### src/rtl/smb_bias_pkg.sv
// Package: shared types and defaults for the LCD bias serial control slave.
// Assumes: one configuration register holds exactly a run bit and a panel bit.
package smb_bias_pkg;

    localparam logic [6:0] DEF_SLAVE_ADDR = 7'b0101100;

    // One configuration register: run (0 = shutdown) and panel enable.
    typedef struct packed {
        logic run;
        logic panel;
    } bias_cfg_t;

    localparam bias_cfg_t CFG_RESET = '{run: 1'b1, panel: 1'b0};

    // Byte engine states.
    typedef enum logic [2:0] {
        ST_IDLE,
        ST_ADDR,
        ST_ADDR_ACK,
        ST_WDATA,
        ST_DATA_ACK,
        ST_RDATA,
        ST_RD_ACK,
        ST_SKIP
    } smb_state_e;

    // Mid-scale code: MSB set, rest clear.
    function automatic logic [7:0] dac_mid(input int width);
        return 8'(1 << (width - 1));
    endfunction

endpackage

### src/rtl/bit_sync.sv
// Module: bit_sync
// Brings a vector of asynchronous levels into the clk domain through a chain
// of STAGES flops. Assumes every bit is a slow level or a bus line sampled
// far faster than it toggles.
module bit_sync #(
    parameter int             W       = 1,
    parameter int             STAGES  = 2,
    parameter logic [W-1:0]   RST_VAL = '0
) (
    input  logic         clk,
    input  logic         rst_n,
    input  logic [W-1:0] d_i,
    output logic [W-1:0] q_o
);

    logic [W-1:0] stg [STAGES];

    // Shift the inputs through the synchronizer chain.
    always_ff @(posedge clk) begin
        if (!rst_n) begin
            for (int i = 0; i < STAGES; i++) stg[i] <= RST_VAL;
        end else begin
            stg[0] <= d_i;
            for (int i = 1; i < STAGES; i++) stg[i] <= stg[i-1];
        end
    end

    assign q_o = stg[STAGES-1];

endmodule

### src/rtl/smb_bus_engine.sv
// Module: smb_bus_engine
// Bit and byte engine of the SMBus slave. It detects START/STOP and the SCL
// edges, matches the address, collects written bytes and ACKs them. It
// shifts out the status byte on reads. Assumes SCL/SDA are synchronized
// already and that the master holds each SDA bit stable while SCL is high.
module smb_bus_engine
    import smb_bias_pkg::*;
#(
    parameter logic [6:0] SLAVE_ADDR = DEF_SLAVE_ADDR
) (
    input  logic       clk,
    input  logic       rst_n,
    input  logic       scl_s,
    input  logic       sda_s,
    input  logic [7:0] status_i,
    output logic       sda_pull_o,
    output logic       wr_stb_o,
    output logic [7:0] wr_byte_o
);

    localparam logic [3:0] BITS_PER_BYTE = 4'd8;

    logic       scl_d, sda_d;
    logic       scl_rise, scl_fall, start_det, stop_det;
    smb_state_e state;
    logic [3:0] bit_cnt;
    logic [7:0] rx_sh, tx_sh;
    logic       rw_bit, mst_ack, pull_q;

    // Keep the previous line levels for edge and condition detection.
    always_ff @(posedge clk) begin
        if (!rst_n) begin
            scl_d <= 1'b1;
            sda_d <= 1'b1;
        end else begin
            scl_d <= scl_s;
            sda_d <= sda_s;
        end
    end

    assign scl_rise  =  scl_s & ~scl_d;
    assign scl_fall  = ~scl_s &  scl_d;
    assign start_det =  scl_s &  scl_d &  sda_d & ~sda_s;
    assign stop_det  =  scl_s &  scl_d & ~sda_d &  sda_s;

    // Transaction state machine: address, write bytes, read bytes, ACK slots.
    always_ff @(posedge clk) begin
        if (!rst_n) begin
            state     <= ST_IDLE;
            bit_cnt   <= '0;
            rx_sh     <= '0;
            tx_sh     <= '0;
            rw_bit    <= 1'b0;
            mst_ack   <= 1'b0;
            pull_q    <= 1'b0;
            wr_stb_o  <= 1'b0;
            wr_byte_o <= '0;
        end else begin
            wr_stb_o <= 1'b0;
            if (start_det) begin
                state   <= ST_ADDR;
                bit_cnt <= '0;
                pull_q  <= 1'b0;
            end else if (stop_det) begin
                state  <= ST_IDLE;
                pull_q <= 1'b0;
            end else begin
                case (state)
                    ST_ADDR, ST_WDATA: begin
                        if (scl_rise) begin
                            rx_sh   <= {rx_sh[6:0], sda_s};
                            bit_cnt <= bit_cnt + 4'd1;
                        end else if (scl_fall && bit_cnt == BITS_PER_BYTE) begin
                            if (state == ST_ADDR) begin
                                if (rx_sh[7:1] == SLAVE_ADDR) begin
                                    rw_bit <= rx_sh[0];
                                    pull_q <= 1'b1;
                                    state  <= ST_ADDR_ACK;
                                end else begin
                                    state <= ST_SKIP;
                                end
                            end else begin
                                wr_stb_o  <= 1'b1;
                                wr_byte_o <= rx_sh;
                                pull_q    <= 1'b1;
                                state     <= ST_DATA_ACK;
                            end
                        end
                    end
                    ST_ADDR_ACK: begin
                        if (scl_fall) begin
                            bit_cnt <= '0;
                            if (rw_bit) begin
                                tx_sh  <= status_i;
                                pull_q <= ~status_i[7];
                                state  <= ST_RDATA;
                            end else begin
                                pull_q <= 1'b0;
                                state  <= ST_WDATA;
                            end
                        end
                    end
                    ST_DATA_ACK: begin
                        if (scl_fall) begin
                            bit_cnt <= '0;
                            pull_q  <= 1'b0;
                            state   <= ST_WDATA;
                        end
                    end
                    ST_RDATA: begin
                        if (scl_rise) begin
                            bit_cnt <= bit_cnt + 4'd1;
                        end else if (scl_fall) begin
                            if (bit_cnt == BITS_PER_BYTE) begin
                                pull_q <= 1'b0;
                                state  <= ST_RD_ACK;
                            end else begin
                                tx_sh  <= {tx_sh[6:0], 1'b0};
                                pull_q <= ~tx_sh[6];
                            end
                        end
                    end
                    ST_RD_ACK: begin
                        if (scl_rise) begin
                            mst_ack <= ~sda_s;
                        end else if (scl_fall) begin
                            if (mst_ack) begin
                                bit_cnt <= '0;
                                tx_sh   <= status_i;
                                pull_q  <= ~status_i[7];
                                state   <= ST_RDATA;
                            end else begin
                                state <= ST_SKIP;
                            end
                        end
                    end
                    default: ;
                endcase
            end
        end
    end

    assign sda_pull_o = pull_q;

    // the slave only starts pulling SDA in a cycle that saw SCL low.
    a_r9_pull_while_scl_low: assert property (@(posedge clk) disable iff (!rst_n)
        $rose(pull_q) |-> !$past(scl_s));

    // the address ACK slot is entered only for the own address.
    a_r1_ack_own_addr: assert property (@(posedge clk) disable iff (!rst_n)
        (state == ST_ADDR_ACK) |-> (rx_sh[7:1] == SLAVE_ADDR));

endmodule

### src/rtl/bias_cfg_regs.sv
// Module: bias_cfg_regs
// Holds the two shadow configuration registers and the shared DAC register.
// It selects the live register from the awake pin and gates the panel enable
// with power-good. It also forms the status byte. Assumes awake/pgood are
// synchronized already and that wr_stb_i is a one-cycle pulse.
module bias_cfg_regs
    import smb_bias_pkg::*;
#(
    parameter int DAC_W = 5
) (
    input  logic             clk,
    input  logic             rst_n,
    input  logic             wr_stb_i,
    input  logic [7:0]       wr_byte_i,
    input  logic             awake_s,
    input  logic             pg_s,
    output logic             run_o,
    output logic             panel_o,
    output logic [DAC_W-1:0] dac_o,
    output logic [7:0]       status_o
);

    localparam int               SEL_BIT   = 7;
    localparam int               RUN_BIT   = 6;
    localparam int               PANEL_BIT = 5;
    localparam int               N_CFG     = 2;
    localparam logic [DAC_W-1:0] DAC_RST   = DAC_W'(dac_mid(DAC_W));

    bias_cfg_t        cfg_q [N_CFG];
    bias_cfg_t        live;
    logic [DAC_W-1:0] dac_q;
    logic             run_q, panel_q;

    // One register per shadow slot: index 0 standby, index 1 operating.
    for (genvar g = 0; g < N_CFG; g++) begin : g_cfg
        // Load this slot when a byte selects it.
        always_ff @(posedge clk) begin
            if (!rst_n) begin
                cfg_q[g] <= CFG_RESET;
            end else if (wr_stb_i && (int'(wr_byte_i[SEL_BIT]) == g)) begin
                cfg_q[g] <= '{run: wr_byte_i[RUN_BIT], panel: wr_byte_i[PANEL_BIT]};
            end
        end
    end

    // The shared DAC code follows every accepted byte.
    always_ff @(posedge clk) begin
        if (!rst_n) dac_q <= DAC_RST;
        else if (wr_stb_i) dac_q <= wr_byte_i[DAC_W-1:0];
    end

    assign live = cfg_q[awake_s];

    // Register the supply controls from the live slot and power-good.
    always_ff @(posedge clk) begin
        if (!rst_n) begin
            run_q   <= CFG_RESET.run;
            panel_q <= 1'b0;
        end else begin
            run_q   <= live.run;
            panel_q <= live.run & live.panel & pg_s;
        end
    end

    assign run_o    = run_q;
    assign panel_o  = panel_q;
    assign dac_o    = dac_q;
    assign status_o = {awake_s, pg_s, live.run, live.panel, 4'b0000};

    // the DAC code moves only on an accepted write.
    a_r5_dac_hold: assert property (@(posedge clk) disable iff (!rst_n)
        !wr_stb_i |=> $stable(dac_q));

    // low power-good turns the panel off one cycle later.
    a_r7_pgood_gates_panel: assert property (@(posedge clk) disable iff (!rst_n)
        !pg_s |=> !panel_q);

    // the panel is never enabled while the supply is shut down.
    a_r6_panel_off_in_shutdown: assert property (@(posedge clk) disable iff (!rst_n)
        !run_q |-> !panel_q);

endmodule

### src/rtl/smb_bias_ctrl.sv
// Module: smb_bias_ctrl (top)
// LCD bias supply serial control slave. It synchronizes the bus and pin
// inputs, runs the SMBus byte engine and drives the supply controls from
// the configuration store. Assumes clk is at least about eight times the
// SCL rate and that an external pull-up sits on SDA.
module smb_bias_ctrl
    import smb_bias_pkg::*;
#(
    parameter logic [6:0] SLAVE_ADDR  = DEF_SLAVE_ADDR,
    parameter int         DAC_W       = 5,
    parameter int         SYNC_STAGES = 2
) (
    input  logic             clk,
    input  logic             rst_n,
    input  logic             scl_i,
    input  logic             sda_i,
    output logic             sda_pull_o,
    input  logic             awake_i,
    input  logic             pgood_i,
    output logic             run_o,
    output logic             panel_en_o,
    output logic [DAC_W-1:0] dac_o
);

    localparam int         N_SYNC   = 4;
    localparam logic [3:0] SYNC_RST = 4'b0011;  // {pgood, awake, sda, scl}

    logic [N_SYNC-1:0] raw_in, syn_in;
    logic              wr_stb;
    logic [7:0]        wr_byte, status;

    assign raw_in = {pgood_i, awake_i, sda_i, scl_i};

    bit_sync #(.W(N_SYNC), .STAGES(SYNC_STAGES), .RST_VAL(SYNC_RST)) u_sync (
        .clk   (clk),
        .rst_n (rst_n),
        .d_i   (raw_in),
        .q_o   (syn_in)
    );

    smb_bus_engine #(.SLAVE_ADDR(SLAVE_ADDR)) u_engine (
        .clk        (clk),
        .rst_n      (rst_n),
        .scl_s      (syn_in[0]),
        .sda_s      (syn_in[1]),
        .status_i   (status),
        .sda_pull_o (sda_pull_o),
        .wr_stb_o   (wr_stb),
        .wr_byte_o  (wr_byte)
    );

    bias_cfg_regs #(.DAC_W(DAC_W)) u_regs (
        .clk      (clk),
        .rst_n    (rst_n),
        .wr_stb_i (wr_stb),
        .wr_byte_i(wr_byte),
        .awake_s  (syn_in[2]),
        .pg_s     (syn_in[3]),
        .run_o    (run_o),
        .panel_o  (panel_en_o),
        .dac_o    (dac_o),
        .status_o (status)
    );

endmodule

### config.mk
export PLATFORM = sky130hd
export DESIGN_NAME = smb_bias_ctrl
export DESIGN_NICKNAME = d
export VERILOG_FILES = /design/src/rtl/smb_bias_pkg.sv /design/src/rtl/bit_sync.sv /design/src/rtl/smb_bus_engine.sv /design/src/rtl/bias_cfg_regs.sv /design/src/rtl/smb_bias_ctrl.sv
export SDC_FILE = /design/constraint.sdc
export NUM_CORES = 1
export LEC_CHECK = 0
export BUFFER_PORTS_ARGS = -buffer_cell sky130_fd_sc_hd__buf_2
export CAP_MARGIN = 10
export CORE_ASPECT_RATIO = 0.8
export CORE_UTILIZATION = 40
export CTS_CLUSTER_DIAMETER = 60
export DETAILED_ROUTE_END_ITERATION = 8
export GPL_ROUTABILITY_DRIVEN = 0
export PLACE_DENSITY_LB_ADDON = 0.12
export SLEW_MARGIN = 10
export SYNTH_ARGS = -nofsm -noshare
export SYNTH_HDL_FRONTEND = slang
export SYNTH_SLANG_ARGS = --single-unit
### constraint.sdc
create_clock -name clk -period 2.6 [get_ports clk]
set_input_delay 0.39 -clock clk [delete_from_list [all_inputs] [get_ports clk]]
set_output_delay 0.39 -clock clk [all_outputs]
set_load 0.02 [all_outputs]
==> flow_summary.toml, run 1 <==
[synth]
ys.flop_type = "dfxtp_1"
syn_area_per_cell_sq_um = 9.39
ys_warn_count = 0
synth.distinct_cells = 58
synth_cells = 250
synth-edff-count = 4
synth-seq-cells = 51
async_flop_share_pct = 0
seq_area_frac_synth_pct = 45.2
synth_nets = 258
syn-cell-area_sq_um = 2350

[clock_tree]
cts_num_sinks = 51
cts_tree = "built"
clock_path_buffers = 2
cts_root_buf = "clkbuf_8"
worstSkewPairLatency_ns = 0.30
clkTransAtPathRegs_ns = 0.10
postCtsResizedCells = 0
htree_num_levels = 2
ctsHoldBuffers = 0
cts_buffers = 5
post_cts_buffers = 0

[pwr]
p_switching_w = 0.000322
comb_power_share_pct = 4.5
peakVddDrop_mv = 0.294
power.internal_w = 0.00103
power_density_nw_per_um2 = 527
share_seq_of_total_power_pct = 60.2
switching_share_pct = 23.9
p_leak_nw = 0.881
clockPowerShare_pct = 35.3

[drt]
wl_per_cell_microns = 14.2
ant_nets = 0
dr.pass1.iters = 4
drc_errors = 0
drtIter0Drc = 90
wl_microns = 4800
vias_per_cell = 5.23
vias = 1767

[floorplanning]
rows = 24
initial_core_util_pct = 42.3
io_pins = 14
coreArea_sq_um = 5560
dieArea_sq_um = 6180
die_w_microns = 87.7
die_y_microns = 70.5

[finish]
area_growth_pct = 8.84
fillCellCount = 540
drive_above_1_share_pct = 13.1
antenna_cells = 0
nets = 267
final_common_cell = "dfxtp_1"
final_cell_mix = "dfxtp_1, nand2_1, nor2_1, a21oi_1, mux2i_1"

[global_routing]
overflow = 0
grt_pass1_vias = 1656
grt_pass1_wl_microns = 8090
grtUsageTotal_pct = 16.7
antenna_found_initial = 0
grt_max_degree = 28

[timing]
skew_ns = 0.00975
drv_slew = 0
period_needed_ns = 2.03
fin_setup_tns_ns = 0
hold_viol_final = 0
grt_setup_unrepaired = "no"
setup_viol = 0
min_period_over_period_pct = 78.1
hold_slack_ns = 0.268
clock.fmax_mhz = 493
maxSlewHeadroom_pct = 58.4
worst_pin_slew_ns = 0.617

[worst_setup_path]
crit_path_start_kind = "register"
worstSetupPathType = "reg -> reg"
crit_fanout = 10
r2r-start = "u_engine.scl_d$_SDFF_PN1_"
required_ns = 2.79
cp.arrival_ns = 2.22
worstSetupStartpoint = "u_engine.scl_d$_SDFF_PN1_"
reg2reg_slack_ns = 0.57
r2r-end = "u_engine.wr_byte_o[1]$_SDFFE_PN0P_"
endpoint_kind = "register"
worst-r2r-cell-count = 4

[placed_design]
portBuffers = 13
dp_hpwl_microns = 3350

[run_status]
outcome = "complete, no violations"

[worst_hold_path]
worstHoldStart = "sda_i"
hold_depth = 2
hold_end = "u_sync.stg[0][1]$_SDFF_PN1_"
hold_class = "in -> reg"

[flow_run]
drv_cap = 0
==> cells by family (layout without fill, tap and decap cells) <==
group / Yosys count / count (layout) / share of synthesized area (%)
AOI/OAI and AO/OA: 55 / 55 / 16.0
and+or+nand+nor: 101 / 101 / 25.4
DFF: 51 / 51 / 45.2
muxes: 18 / 18 / 7.72
adders and majority gates: 2 / 2 / 1.07
buffers and inverters: 23 / 33 / 4.63
==> cell type report <==
cell class	count	area, sq um	area share, %
Inverter	9	33.8	1.32
Multi-Input combinational cell	176	1180	46.1
Clock buffer	5	68.8	2.69
Timing Repair Buffer	16	87.6	3.43
Clock inverter	3	28.8	1.13
Sequential cell	51	1060	41.5
Tap cell	78	97.6	3.82
==> per-layer routing <==
layer | global-route usage (%) | part of all wire, %
met2 | 24.0 | 41
met1 | 25.3 | 55
met4 | 3.46 | 0.69
met3 | 4.08 | 3.3
met5 | 0 | 0
==> worst max-delay path: stages, from the launching register on <==
cell and delay (ns):
dfxtp_1 0.55, nor2b_1 0.48, and4_1 0.60, mux2i_1 0.24
nor2_1 0.06
==> state kept, by name, indices dropped and copies added, names as in the netlist, 3 cells and up <==
register	flops
u_engine.wr_byte_o	8
u_engine.bit_cnt	4
u_engine.rx_sh	8
u_engine.tx_sh	3
u_regs.dac_o	5
u_engine.state	3
u_regs.cfg_q	4
u_sync.stg	8
==> how the worst max path moves through the flow <==
stage | slack (ns) | to | depth (start not counted)
floorplan | 1.02 | u_engine.wr_byte_o[2]$_SDFFE_PN0P_ | 8
global placement | 0.63 | u_engine.wr_byte_o[5]$_SDFFE_PN0P_ | 4
detailed placement | 0.62 | u_engine.wr_byte_o[0]$_SDFFE_PN0P_ | 4
CTS | 0.60 | u_engine.wr_byte_o[1]$_SDFFE_PN0P_ | 4
global route | 0.40 | u_engine.wr_byte_o[2]$_SDFFE_PN0P_ | 4
finish | 0.57 | u_engine.wr_byte_o[1]$_SDFFE_PN0P_ | 4
==> cell usage after synthesis (6+ instances only) <==
| library cell | number | area (sq um) |
|---|---|---|
| a21oi_1 | 19 | 95.1 |
| nor2_1 | 19 | 71.3 |
| clkbuf_1 | 6 | 22.5 |
| nand2_1 | 23 | 86.3 |
| dfxtp_1 | 47 | 941 |
| inv_1 | 8 | 30.0 |
| nand2b_1 | 9 | 56.3 |
| mux2i_1 | 17 | 170 |
==> power groups by stage <==
stage	registers (W)	logic, W	clock network [W]
after floorplan	0.000825	0.0000450	0
after global placement	0.000829	0.0000614	0
after detailed placement	0.000830	0.0000604	0
after CTS	0.000812	0.0000606	0.000503
after global routing	0.000814	0.0000677	0.000528
final	0.000812	0.0000603	0.000476
==> stage by stage <==
| stage | area (sq um) | total power (W) | std cells | setup WS (ns) | utilization, % |
|---|---|---|---|---|---|
| after floorplan | 2350 | 0.000870 | 250 | 1.02 | - |
| final | 2560 | 0.00135 | 338 | 0.571 | 46.0 |
| after global placement | 2460 | 0.000891 | 330 | 0.626 | 44.3 |
| after detailed placement | 2460 | 0.000890 | 330 | 0.620 | 44.3 |
| after global routing | 2560 | 0.00141 | 338 | 0.401 | 46.0 |
| after CTS | 2560 | 0.00137 | 338 | 0.598 | 46.0 |
Power figures use the tool's default switching activity.
==> run 2, diff against run 1 <==
- ABC_AREA: default -> 1
- clock period: 2.6 -> 1.93 ns (I/O delays scaled with it)
==> flow_summary.toml, run 2 <==
[timing]
skew_ns = 0.00266
maxSlewHeadroom_pct = 70.9
worst_pin_slew_ns = 0.436
hold_viol_final = 0
fin_setup_tns_ns = 0
setup_viol = 0
fin_ws_ns = 0.292
clock.fmax_mhz = 610
drv_slew = 0
min_period_over_period_pct = 84.9
grt_setup_unrepaired = "no"
period_needed_ns = 1.64

[worst_setup_path]
cp.arrival_ns = 1.84
crit_fanout = 4
reg2reg_slack_ns = 0.29
path_cells = "inv_1 > ha_1 > nand2_1 > nor2_2 > nand3_1 > nand2_1 > nand2_1 > nor2_2 > nor2_1 > nor2_1 > nor2_1"
worst-r2r-cell-count = 11
endpoint_kind = "register"
crit_family = "simple AND/OR/NAND/NOR gates"
crit_path_start_kind = "register"
cpMaxStageDelayCell = "dfxtp_1"
worstSetupPathType = "reg -> reg"
crit_buf_inv = 1
r2r-end = "u_engine.state[0]$_SDFFE_PN0P_"
cpPeakStageDelay_ns = 0.34
r2r-start = "u_engine.bit_cnt[0]$_SDFFE_PP0P_"
required_ns = 2.13

[finish]
nets = 333
final_cell_mix = "nand2_1, dfxtp_1, nor2_1, inv_1, o21ai_0"
antenna_cells = 0
drive_above_1_share_pct = 15.3
fillCellCount = 594
multi_input_area_sq_um = 1050
area_growth_pct = 11.7
reg_top3 = "u_engine.rx_sh: 8 flops, u_engine.wr_byte_o: 8 flops, u_sync.stg: 8 flops"
final_common_cell = "nand2_1"
register_area_sq_um = 1060
final_cells = 404

[drt]
wl_microns = 4780
dr.pass1.iters = 4
drc_errors = 0
wl_per_cell_microns = 11.8
vias = 1941
drtIter0Drc = 170
vias_per_cell = 4.80
ant_nets = 0

[pwr]
power.internal_w = 0.00197
p_switching_w = 0.00110
peakVddDrop_mv = 0.491
share_seq_of_total_power_pct = 40.3
power_density_nw_per_um2 = 1180
clockPowerShare_pct = 28.3
comb_power_share_pct = 31.4
switching_share_pct = 35.8
p_leak_nw = 1.18

[synth]
syn-cell-area_sq_um = 2320
synth_area_leader_cell = "dfxtp_1"
synth_most_common_cell = "nand2_1"
seq_area_frac_synth_pct = 45.7
synth_nets = 317
ys.flop_type = "dfxtp_1"
netlist_top_cells_area = "dfxtp_1, nand2_1, nor2_1"
async_flop_share_pct = 0
synth_cells = 309
synth-edff-count = 4
synth_commonest_cells = "nand2_1, dfxtp_1, nor2_1, inv_1, o21ai_0"
synth-seq-cells = 51
synth.distinct_cells = 31
synth_top_cell_area_share_pct = 40.5
syn_area_per_cell_sq_um = 7.52
ys_warn_count = 0

[clock_tree]
worstSkewPairLatency_ns = 0.29
post_cts_buffers = 0
postCtsResizedCells = 0
cts_num_sinks = 51
clkTransAtPathRegs_ns = 0.09
cts_root_buf = "clkbuf_8"
htree_num_levels = 2
cts_buffers = 5
cts_tree = "built"
ctsHoldBuffers = 0
clock_path_buffers = 2

[run_status]
outcome = "complete, no violations"

[floorplanning]
rows = 24
die_w_microns = 87.2
initial_core_util_pct = 42.0
io_pins = 14
coreArea_sq_um = 5530
dieArea_sq_um = 6120
die_y_microns = 70.2

[worst_hold_path]
hold_depth = 2
hold_end = "u_sync.stg[0][1]$_SDFF_PN1_"
hold_class = "in -> reg"
worstHoldStart = "sda_i"

[placed_design]
detailedPlace.worstSlack_ns = 0.315
portBuffers = 13
dp_cells = 396
dp_hpwl_microns = 3510

[global_routing]
antenna_found_initial = 0
grt_pass1_vias = 1761
grt_pass1_wl_microns = 8240
overflow = 0
grt_max_degree = 29
grtUsageTotal_pct = 17.4

[flow_run]
drv_cap = 0
==> run 2: cell count changes after synthesis, moves of 6 or more <==
cell	before	now
o21ai_0	5	21
nand2b_1	9	0
nand3_1	4	10
inv_1	8	38
nand4_1	2	9
nand2_1	23	64
mux2i_1	17	0
nor2_1	19	44
==> run 2: metrics by stage <==
| step | utilization [%] | power, W | cell area, sq um | hold slack [ns] |
|---|---|---|---|---|
| global placement | 44.6 | 0.00221 | 2460 | 0.403 |
| finish | 47.0 | 0.00306 | 2590 | 0.172 |
| detailed placement | 44.6 | 0.00220 | 2460 | 0.406 |
| floorplan | - | 0.00201 | 2320 | 0.387 |
| CTS | 47.0 | 0.00307 | 2590 | 0.163 |
| global route | 47.0 | 0.00327 | 2590 | 0.154 |
==> run 2: how the worst max path moves through the flow <==
stage | start | endpoint | slack, ns | depth (start not counted)
detailed placement | u_engine.bit_cnt[0]$_SDFFE_PP0P_ | u_engine.wr_byte_o[2]$_SDFFE_PN0P_ | 0.32 | 7
floorplan | u_engine.bit_cnt[0]$_SDFFE_PP0P_ | u_engine.state[0]$_SDFFE_PN0P_ | 0.55 | 11
global placement | u_engine.bit_cnt[0]$_SDFFE_PP0P_ | u_engine.state[0]$_SDFFE_PN0P_ | 0.34 | 11
global route | u_engine.bit_cnt[0]$_SDFFE_PP0P_ | u_engine.wr_byte_o[4]$_SDFFE_PN0P_ | 0.10 | 6
finish | u_engine.bit_cnt[0]$_SDFFE_PP0P_ | u_engine.state[0]$_SDFFE_PN0P_ | 0.29 | 11
CTS | u_engine.bit_cnt[0]$_SDFFE_PP0P_ | u_engine.wr_byte_o[6]$_SDFFE_PN0P_ | 0.30 | 7
==> run 2: kinds of logic (layout without fill, tap and decap cells) <==
kind of cell	after synthesis	count (layout)	synth area share, %
AND/OR/NAND/NOR	152	152	30.5
buffers and inverters	50	67	8.89
XOR/XNOR	2	2	0.754
adder cells (fa/ha/maj)	2	2	1.08
AO/OA/AOI/OAI	52	52	13.0
flip-flops	51	51	45.7
==> run 2: power groups by stage <==
stage / sequential, W / clock [W] / combinational (W)
5_1_grt: 0.00125 / 0.000932 / 0.00109
4_1_cts: 0.00123 / 0.000889 / 0.000946
6_report: 0.00123 / 0.000867 / 0.000960
3_3_place_gp: 0.00126 / 0 / 0.000953
2_1_floorplan: 0.00123 / 0 / 0.000777
3_5_place_dp: 0.00126 / 0 / 0.000943
==> run 2: cell type report <==
| type | count | share of cell area (%) |
|---|---|---|
| Multi-Input combinational cell | 208 | 40.6 |
| Timing Repair Buffer | 16 | 3.38 |
| Clock buffer | 6 | 2.80 |
| Inverter | 43 | 6.22 |
| Tap cell | 78 | 3.76 |
| Clock inverter | 2 | 2.31 |
| Sequential cell | 51 | 40.9 |
==> run 2: layer usage <==
metal  global-route usage (%)  vias to the layer above  part of all wire [%]
li1                         -                     1032                     -
met2                     24.8                       40                    41
met3                     4.02                        6                   3.7
met1                     26.5                      863                    54
met4                     4.19                        0                   1.2
met5                        0                        -                     0
==> run 3, diff against run 2 <==
- clock period: 1.93 -> 1.4 ns (I/O delays scaled with it)
==> flow_summary.toml, run 3 (same netlist as run 2, synthesis figures left out) <==
[floorplanning]
io_pins = 14
coreArea_sq_um = 5530
die_w_microns = 87.2
die_y_microns = 70.2
initial_core_util_pct = 42.0
rows = 24
dieArea_sq_um = 6120

[worst_setup_path]
cpPeakStageDelay_ns = 0.34
crit_fanout = 6
cp.arrival_ns = 1.67
required_ns = 1.65
worstSetupPathType = "reg -> reg"
endpoint_kind = "register"
crit_top_cell = "nand2_2"
cpMaxStageDelayCell = "dfxtp_1"
crit_path_start_kind = "register"
path_cells = "buf_4 > nand3_2 > inv_2 > o21ai_1 > nand3_4 > nand2_2 > nand2_2 > nor2_1"

[finish]
drive_above_1_share_pct = 29.0
reg_top3 = "u_engine.rx_sh: 8 flops, u_engine.wr_byte_o: 8 flops, u_sync.stg: 8 flops"
area_growth_pct = 24.4
fin_area_sq_um = 2890
nets = 362
final_common_cell = "nand2_1"
fin_util_pct = 52.3
final_cell_mix = "nand2_1, dfxtp_1, nor2_1, inv_1, buf_4"
antenna_cells = 0

[clock_tree]
htree_num_levels = 2
cts_num_sinks = 51
clkTransAtPathRegs_ns = 0.09
cts_root_buf = "clkbuf_8"
worstSkewPairLatency_ns = 0.30
cts_buffers = 5
clock_path_buffers = 2
cts_tree = "built"

[global_routing]
grtUsageTotal_pct = 18.6
grt_pass1_vias = 1894
overflow = 0
grt_pass1_wl_microns = 8850
grt_max_degree = 29
antenna_found_initial = 0

[drt]
ant_nets = 0
vias_per_cell = 4.72
dr.pass1.iters = 4
vias = 2044
drtIter0Drc = 119
drc_errors = 0
wl_per_cell_microns = 11.6
wl_microns = 5030

[timing]
maxSlewHeadroom_pct = 75.3
drv_slew = 0
grt_setup_unrepaired = "yes"
period_needed_ns = 1.42
min_period_over_period_pct = 102
skew_ns = 0.00282
clock.fmax_mhz = 702
worst_pin_slew_ns = 0.367
hold_viol_final = 0
fin_setup_tns_ns = -0.0240
setup_viol = 1
fin_ws_ns = -0.0240

[placed_design]
postPlaceCellArea_sq_um = 2680
dp_hpwl_microns = 3740
portBuffers = 13

[flow_run]
drv_cap = 0

[pwr]
peakVddDrop_mv = 0.761
p_leak_nw = 1.31
power_density_nw_per_um2 = 1520

[run_status]
outcome = "finished with violations"
violations = "negative setup slack"

[worst_hold_path]
hold_class = "in -> reg"
run 3: power by group:
part	leakage (nW)	internal, W	switching [W]
clock network	0.0402	0.000348	0.000488
registers	0.417	0.00159	0.000102
logic	0.857	0.000772	0.00109
total	1.31	0.00271	0.00168
run 3: final cells by class:
cell class | count | area (sq um)
repair buffers | 45 | 334
inverters | 43 | 161
fillers | 550 | 2640
multi-input cells | 208 | 1140
clock buffers | 5 | 68.8
well taps | 78 | 97.6
flip-flops and latches | 51 | 1070
clock inverters | 3 | 20.0
run 3: layer usage:
metal	vias to the layer above	GRT usage (%)	wire length (microns)	share of wire, %
li1	1094	-	-	-
met1	905	26.1	2590	52
met2	39	28.7	2180	43
met3	6	3.66	201	4.0
met4	0	5.46	58	1.2
met5	-	0	0	0
run 3: stage by stage:
step	setup WS, ns	power (W)	hold slack [ns]	cells
final	-0.0240	0.00439	0.0866	433
after global routing	-0.121	0.00474	0.0680	433
after CTS	-0.0215	0.00431	0.0773	431
after detailed placement	-0.111	0.00338	0.397	422
after global placement	-0.102	0.00337	0.396	422
after floorplan	0.0209	0.00277	0.308	309
run 3: worst max-delay path: cells and delay by family (launching register included):
kind            cells  cell delay (ns)
simple gates        5             0.47
buf+inv             2             0.24
compound gates      1             0.32
flops               1             0.34
run 3: timing repair:
item / 4_1_cts / 5_1_grt
hold buffers: 0 / 0
gates cloned: 0 / 0
pin swaps: 6 / 9
gates resized for setup: 16 / 17
endpoints found under the setup margin: 17 / 21
setup buffers: 1 / 2
run 3: final timing paths:
check | start | endpoint | cells past startpoint | slack [ns]
max | u_engine.state[0]$_SDFFE_PN0P_ | u_engine.tx_sh[5]$_SDFFE_PN0P_ | 8 | -0.02
min | awake_i | u_sync.stg[0][2]$_SDFF_PN0_ | 3 | 0.09
max reg2reg | u_engine.state[0]$_SDFFE_PN0P_ | u_engine.tx_sh[5]$_SDFFE_PN0P_ | 8 | -0.02
min reg2reg | u_sync.stg[0][0]$_SDFF_PN1_ | u_sync.stg[0][4]$_SDFF_PN1_ | 1 | 0.42
